===== src/rtl/csync_pkg.sv =====
package csync_pkg;

   typedef enum logic [1:0] {
      RATE_ILACE_DBL = 2'b00,
      RATE_PROG_DBL  = 2'b01,
      RATE_RESERVED  = 2'b10,
      RATE_PROG_SGL  = 2'b11
   } rate_mode_e;

   typedef struct packed {
      logic dbl;
      logic ilace;
      logic bad;
   } rate_dec_t;

   function automatic rate_dec_t decode_rate(input logic [1:0] code);
      rate_dec_t d;
      d = '0;
      case (rate_mode_e'(code))
         RATE_ILACE_DBL: begin d.dbl = 1'b1; d.ilace = 1'b1; end
         RATE_PROG_DBL:  begin d.dbl = 1'b1; end
         RATE_RESERVED:  begin d.bad = 1'b1; end
         default:        begin d.dbl = 1'b0; end
      endcase
      return d;
   endfunction

endpackage


===== src/rtl/csync_mode_dec.sv =====
module csync_mode_dec
   import csync_pkg::*;
(
   input  logic       clk,
   input  logic       rst,
   input  logic [1:0] mode_sel,
   output rate_dec_t  dec,
   output logic       err
);

   logic err_q;

   always_comb dec = decode_rate(mode_sel);

   always_ff @(posedge clk) begin
      if (rst) err_q <= 1'b0;
      else     err_q <= err_q | dec.bad;
   end

   assign err = err_q;

   AST_ERR_STICKY: assert property (@(posedge clk) disable iff (rst)
      err_q |=> err_q);

   AST_ERR_SET: assert property (@(posedge clk) disable iff (rst)
      (mode_sel == 2'b10) |=> err_q);

endmodule


===== src/rtl/csync_phase.sv =====
module csync_phase #(
   parameter int CNT_W = 12
) (
   input  logic             clk,
   input  logic             rst,
   input  logic             dbl,
   input  logic [CNT_W-1:0] hmax,
   input  logic [CNT_W-1:0] h_cnt,
   output logic [CNT_W-1:0] pos
);

   logic [CNT_W-1:0] half;

   always_comb begin
      half = hmax >> 1;
      if (dbl && (h_cnt > half)) pos = h_cnt - half;
      else                       pos = h_cnt;
   end

   AST_HMAX_EVEN: assert property (@(posedge clk) disable iff (rst)
      dbl |-> !hmax[0]);

   AST_POS_FOLDED: assert property (@(posedge clk) disable iff (rst)
      (dbl && h_cnt >= 1 && h_cnt <= hmax) |-> (pos >= 1 && pos <= (hmax >> 1)));

endmodule


===== src/rtl/csync_pulse_gen.sv =====
module csync_pulse_gen #(
   parameter int CNT_W = 12
) (
   input  logic             clk,
   input  logic             rst,
   input  logic             ins_en,
   input  logic             v_sync,
   input  logic [CNT_W-1:0] pos,
   input  logic [CNT_W-1:0] v_cnt,
   input  logic [CNT_W-1:0] h_front,
   input  logic [CNT_W-1:0] eq_end,
   input  logic [CNT_W-1:0] ser_end,
   input  logic [CNT_W-1:0] win_lo,
   input  logic [CNT_W-1:0] win_hi,
   output logic             ins_act,
   output logic             pulse
);

   logic in_band;
   logic eq_on;
   logic ser_on;

   always_comb begin
      in_band = (v_cnt >= win_lo) && (v_cnt < win_hi);
      ins_act = ins_en && in_band;
      eq_on   = (pos >= h_front) && (pos < eq_end);
      ser_on  = (pos >= h_front) && (pos < ser_end);
      pulse   = v_sync ? ser_on : eq_on;
   end

   AST_EQ_ENDS: assert property (@(posedge clk) disable iff (rst)
      (ins_act && !v_sync && pos >= eq_end) |-> !pulse);

   AST_SER_ENDS: assert property (@(posedge clk) disable iff (rst)
      (ins_act && v_sync && pos >= ser_end) |-> !pulse);

   AST_BEFORE_FRONT: assert property (@(posedge clk) disable iff (rst)
      (pos < h_front) |-> !pulse);

endmodule


===== src/rtl/csync_combine.sv =====
module csync_combine
   import csync_pkg::*;
#(
   parameter int CNT_W   = 12,
   parameter bit OUT_REG = 1'b1
) (
   input  logic             clk,
   input  logic             rst,
   input  logic [1:0]       mode_sel,
   input  logic             ins_en,
   input  logic [CNT_W-1:0] hmax,
   input  logic [CNT_W-1:0] h_front,
   input  logic [CNT_W-1:0] eq_end,
   input  logic [CNT_W-1:0] ser_end,
   input  logic [CNT_W-1:0] win_lo,
   input  logic [CNT_W-1:0] win_hi,
   input  logic [CNT_W-1:0] h_cnt,
   input  logic [CNT_W-1:0] v_cnt,
   input  logic             h_sync,
   input  logic             v_sync,
   input  logic             h_blank,
   input  logic             v_blank,
   output logic             comp_sync,
   output logic             comp_blank,
   output logic             mode_err
);

   localparam int HALF_W = CNT_W - 1;

   if (CNT_W < 4 || CNT_W > 16) begin : g_bad_width
      $error("csync_combine: CNT_W must lie in 4..16");
   end
   if (HALF_W < 3) begin : g_bad_half
      $error("csync_combine: half-line width too small");
   end

   rate_dec_t        dec;
   logic [CNT_W-1:0] pos;
   logic             ins_act;
   logic             pulse;
   logic             sync_nx;
   logic             blank_nx;

   csync_mode_dec u_mode (
      .clk      (clk),
      .rst      (rst),
      .mode_sel (mode_sel),
      .dec      (dec),
      .err      (mode_err)
   );

   csync_phase #(.CNT_W(CNT_W)) u_phase (
      .clk   (clk),
      .rst   (rst),
      .dbl   (dec.dbl),
      .hmax  (hmax),
      .h_cnt (h_cnt),
      .pos   (pos)
   );

   csync_pulse_gen #(.CNT_W(CNT_W)) u_pulse (
      .clk     (clk),
      .rst     (rst),
      .ins_en  (ins_en),
      .v_sync  (v_sync),
      .pos     (pos),
      .v_cnt   (v_cnt),
      .h_front (h_front),
      .eq_end  (eq_end),
      .ser_end (ser_end),
      .win_lo  (win_lo),
      .win_hi  (win_hi),
      .ins_act (ins_act),
      .pulse   (pulse)
   );

   always_comb begin
      blank_nx = h_blank | v_blank;
      sync_nx  = ins_act ? pulse : (h_sync | v_sync);
   end

   if (OUT_REG) begin : g_reg_out
      logic sync_q;
      logic blank_q;

      always_ff @(posedge clk) begin
         if (rst) begin
            sync_q  <= 1'b0;
            blank_q <= 1'b0;
         end else begin
            sync_q  <= sync_nx;
            blank_q <= blank_nx;
         end
      end

      assign comp_sync  = sync_q;
      assign comp_blank = blank_q;

      AST_BLANK_UNION: assert property (@(posedge clk) disable iff (rst)
         (h_blank || v_blank) |=> comp_blank);

      AST_BLANK_IDLE: assert property (@(posedge clk) disable iff (rst)
         (!h_blank && !v_blank) |=> !comp_blank);

      AST_PLAIN_SYNC: assert property (@(posedge clk) disable iff (rst)
         !ins_act |=> (comp_sync == $past(h_sync | v_sync)));

      AST_NO_INSERT_OFF: assert property (@(posedge clk) disable iff (rst)
         !ins_en |-> !ins_act);
   end else begin : g_comb_out
      assign comp_sync  = rst ? 1'b0 : sync_nx;
      assign comp_blank = rst ? 1'b0 : blank_nx;
   end

endmodule


===== config.mk =====
export PLATFORM = sky130hd
export DESIGN_NAME = csync_combine
export DESIGN_NICKNAME = d
export VERILOG_FILES = /design/src/rtl/csync_pkg.sv /design/src/rtl/csync_mode_dec.sv /design/src/rtl/csync_phase.sv /design/src/rtl/csync_pulse_gen.sv /design/src/rtl/csync_combine.sv
export SDC_FILE = /design/constraint.sdc
export NUM_CORES = 1
export LEC_CHECK = 0
export BUFFER_PORTS_ARGS = -buffer_cell sky130_fd_sc_hd__buf_2
export CAP_MARGIN = 5
export CORE_AREA = 2 2 84 62
export DETAILED_ROUTE_END_ITERATION = 12
export DIE_AREA = 0 0 86 64
export PLACE_DENSITY_LB_ADDON = 0.1
export SLEW_MARGIN = 0
export SYNTH_ARGS = -nofsm -noshare
export SYNTH_HDL_FRONTEND = slang
export SYNTH_SLANG_ARGS = --single-unit

===== constraint.sdc =====
create_clock -name clk -period 5.95 [get_ports clk]
set_input_delay 1.4875 -clock clk [delete_from_list [all_inputs] [get_ports clk]]
set_output_delay 1.4875 -clock clk [all_outputs]
set_load 0.01 [all_outputs]

==> flow_summary.toml <==
[status]
status = "finished, final reports clean"

[placed_design]
io_buffers = 106
gp_congestion = 0.850
dp_hpwl_um = 4890

[logic_synthesis]
netlist_top_cells_area = "ha_1 40%, inv_1 13%, a21oi_1 4.2%"
ys_warn_count = 0
syn_area_per_cell_um2 = 7.12
synth_top_family_by_area = "adder cells"
synth_top_area_cell = "ha_1"
muxShareOfSynthArea_pct = 1.23
synth_top_area_share_pct = 39.9
synthXorXnorAreaFrac_pct = 4.10
syn_area_um2 = 2130
synth_compound_area_share_pct = 24.2
synth-simple-area-share_pct = 13.6
async_flop_share_pct = 0
syn_inst = 300
synth_adder_area_share_pct = 40.8
ys.flop_type = "dfxtp_1"
synthesis.nets = 474
synth-seq-area-share_pct = 2.81
synth_edf_count = 0
synth_common_cells = "73 x inv_1, 68 x ha_1, 18 x a21oi_1, 18 x o21ai_0, 17 x nand2_1"
ys_seq_elements = 3
yosys.cell_types.count = 40
synth.most_common_cell = "inv_1"

[sta]
worst_pin_slew_ns = 0.582
setup_violations = 0
finalSetupTns_ns = 0
clock_skew_ns = 0
worst_hold_slack_ns = 0.475
max_freq_ghz = 0.200
final_max_slew_viol_count = 0
period_share_pct = 84.2
slew_headroom_pct = 60.8
rsz0062_at_grt = "false"
finalHoldViolCount = 0
finalCriticalPeriod_ns = 5.01

[clocking]
ctsLongestPathBuffers = 2
post_cts_resized = 0
clock_sinks = 3
cts-root-buf = "clkbuf_8"
clk_pin_slew_ns = 0.03
cts_tree = "yes"
hold_buffers = 0
clock_latency_ns = 0.21
cts_buffers = 3
h-tree-depth = 1
cts_setup_buffers = 0

[finish]
drive_above_1_share_pct = 27.6
fin_nets = 584
multi_input_area_um2 = 1790
register_area_um2 = 60.1
fillers = 444
area_growth_syn_to_layout_pct = 30.2
antenna_cells = 0

[power]
p_per_area_nw_per_um2 = 113
peakVddDrop_v = 0.0000544
p_sw_mw = 0.136
combPwrFrac_pct = 73.6
internal_power_mw = 0.177
seqPwrFrac_pct = 7.2
swShare_pct = 43.3
power_mw = 0.313
p_clk_share_pct = 19.1
power.leakage_nw = 1.72

[floorplanning]
fp-row-count = 21
ios = 108
core-area_um2 = 4650
die_w_um = 86
start_util_pct = 45.9
dieArea_um2 = 5500
die_h_um = 64

[worst_setup_path]
path_buf_inv = 4
path_cells = "buf_2, inv_1, ha_1, inv_1, fa_1, nand3_1, a21oi_1, o31ai_1, a211o_1, buf_4, nand2_1, o21ai_1, ha_1, a211oi_1, nor2_1, nor4_1, nor2_1, o41ai_1, a2111o_1, o2111a_1"
crit_type = "in -> reg"
cp_slowest_cell = "a211o_1"
path_delay_family = "compound AO/OA/AOI/OAI gates"
cp.required_ns = 6.11
crit_arrival_ns = 5.16
crit_fanout = 14
end_kind = "flop"
startpoint_type = "primary input"
max_stage_delay_ns = 0.42

[grt]
grt_pass1_wl_um = 8690
grt.total_usage_pct = 19.2
overflow = 0
grt_start_max_net_pins = 15
first_global_vias = 2034
use_met3_pct = 0.646
use_met1_pct = 29.9
top_usage_layer = "met1"
met2_usage_pct = 29.4
antenna_found_initial = 0

[drt]
drc_errors = 0
wl_um = 5310
initialDrtViolationCount = 46
dr_total_vias = 2324
first_pass_iters = 4
wl_per_cell_um = 11.4
vias_per_cell = 4.99
drt.antenna.violating_nets = 0

[min_path]
hp-class = "reg -> reg"

[job]
max_cap_violations = 0
-- metrics by stage --
step                instances  util (%)  setup WS (ns)  area (µm²)
finish                    466      59.8          0.943        2780
global route              466      59.8          0.619        2780
CTS                       466      59.8          0.904        2780
detailed placement        462      58.8          0.700        2740
global placement          462      58.8          0.730        2740
floorplan                 300         -           1.09        2130
-- power groups by stage --
stage	Combinational, mW	Clock, mW	Sequential, mW
6_report	0.231	0.0599	0.0226
5_1_grt	0.269	0.0625	0.0227
4_1_cts	0.231	0.0600	0.0226
3_5_place_dp	0.229	0	0.0228
3_3_place_gp	0.224	0	0.0228
2_1_floorplan	0.152	0	0.0237
-- flip-flops by register name (all words and copies together) (netlist names) --
signal	cells
comp_blank	1
u_mode.err	1
comp_sync	1
-- layer usage --
| layer | wire [µm] | part of all wire, % |
|---|---|---|
| met4 | 29 | 0.55 |
| met3 | 258 | 4.9 |
| met5 | 0 | 0 |
| met1 | 2880 | 54 |
| met2 | 2140 | 40 |
-- path summary, 6_finish.rpt --
path | slack [ns] | start | depth (start not counted) | end
hold reg to reg | 0.48 | u_mode.err | 2 | u_mode.err
setup reg to reg | 5.38 | u_mode.err | 2 | u_mode.err
hold / removal | 0.48 | u_mode.err | 2 | u_mode.err
setup / recovery | 0.94 | h_cnt[0] | 20 | comp_sync
-- cell usage in the layout, fill, tap and decap left out, types with 2 or more instances in the layout --
| master | n |
|---|---|
| nor3b_1 | 4 |
| a31oi_1 | 4 |
| a211oi_1 | 10 |
| o21a_1 | 3 |
| nand2b_1 | 2 |
| buf_2 | 106 |
| a2111o_1 | 2 |
| dfxtp_1 | 3 |
| xnor2_1 | 5 |
| a21o_1 | 7 |
| o211ai_1 | 2 |
| ha_1 | 68 |
| o21ai_0 | 18 |
| inv_1 | 73 |
| xor2_1 | 5 |
| a21oi_1 | 18 |
| nand3_1 | 5 |
| nand2_1 | 17 |
| a211o_1 | 2 |
| o21ai_1 | 9 |
| nand4_1 | 7 |
| nor2_1 | 13 |
| nor4_1 | 2 |
| nor3_1 | 4 |
| clkbuf_8 | 3 |
-- kinds of logic after synthesis --
kind of cell	after synthesis
DFF	3
adders and majority gates	69
xor gates and xnor gates	10
AOI/OAI and AO/OA	82
and+or+nand+nor	59
buffers and inverters	75
muxes	2
-- tightest hold or removal path: cells and delay by family (launching register included) --
kind	cells	cell delay, ns
DFF	1	0.32
and+or+nand+nor	1	0.07
AOI/OAI and AO/OA	1	0.04
-- area by class of cell --
cell class                 count  share of cell area, %
clock buffer                   4                   1.62
inverter                      73                   9.86
multi-input combinational    222                   64.4
sequential                     3                   2.16
tap                           57                   2.57
timing repair buffer         107                   19.4
Note: power is estimated with default switching activity, not from simulation.
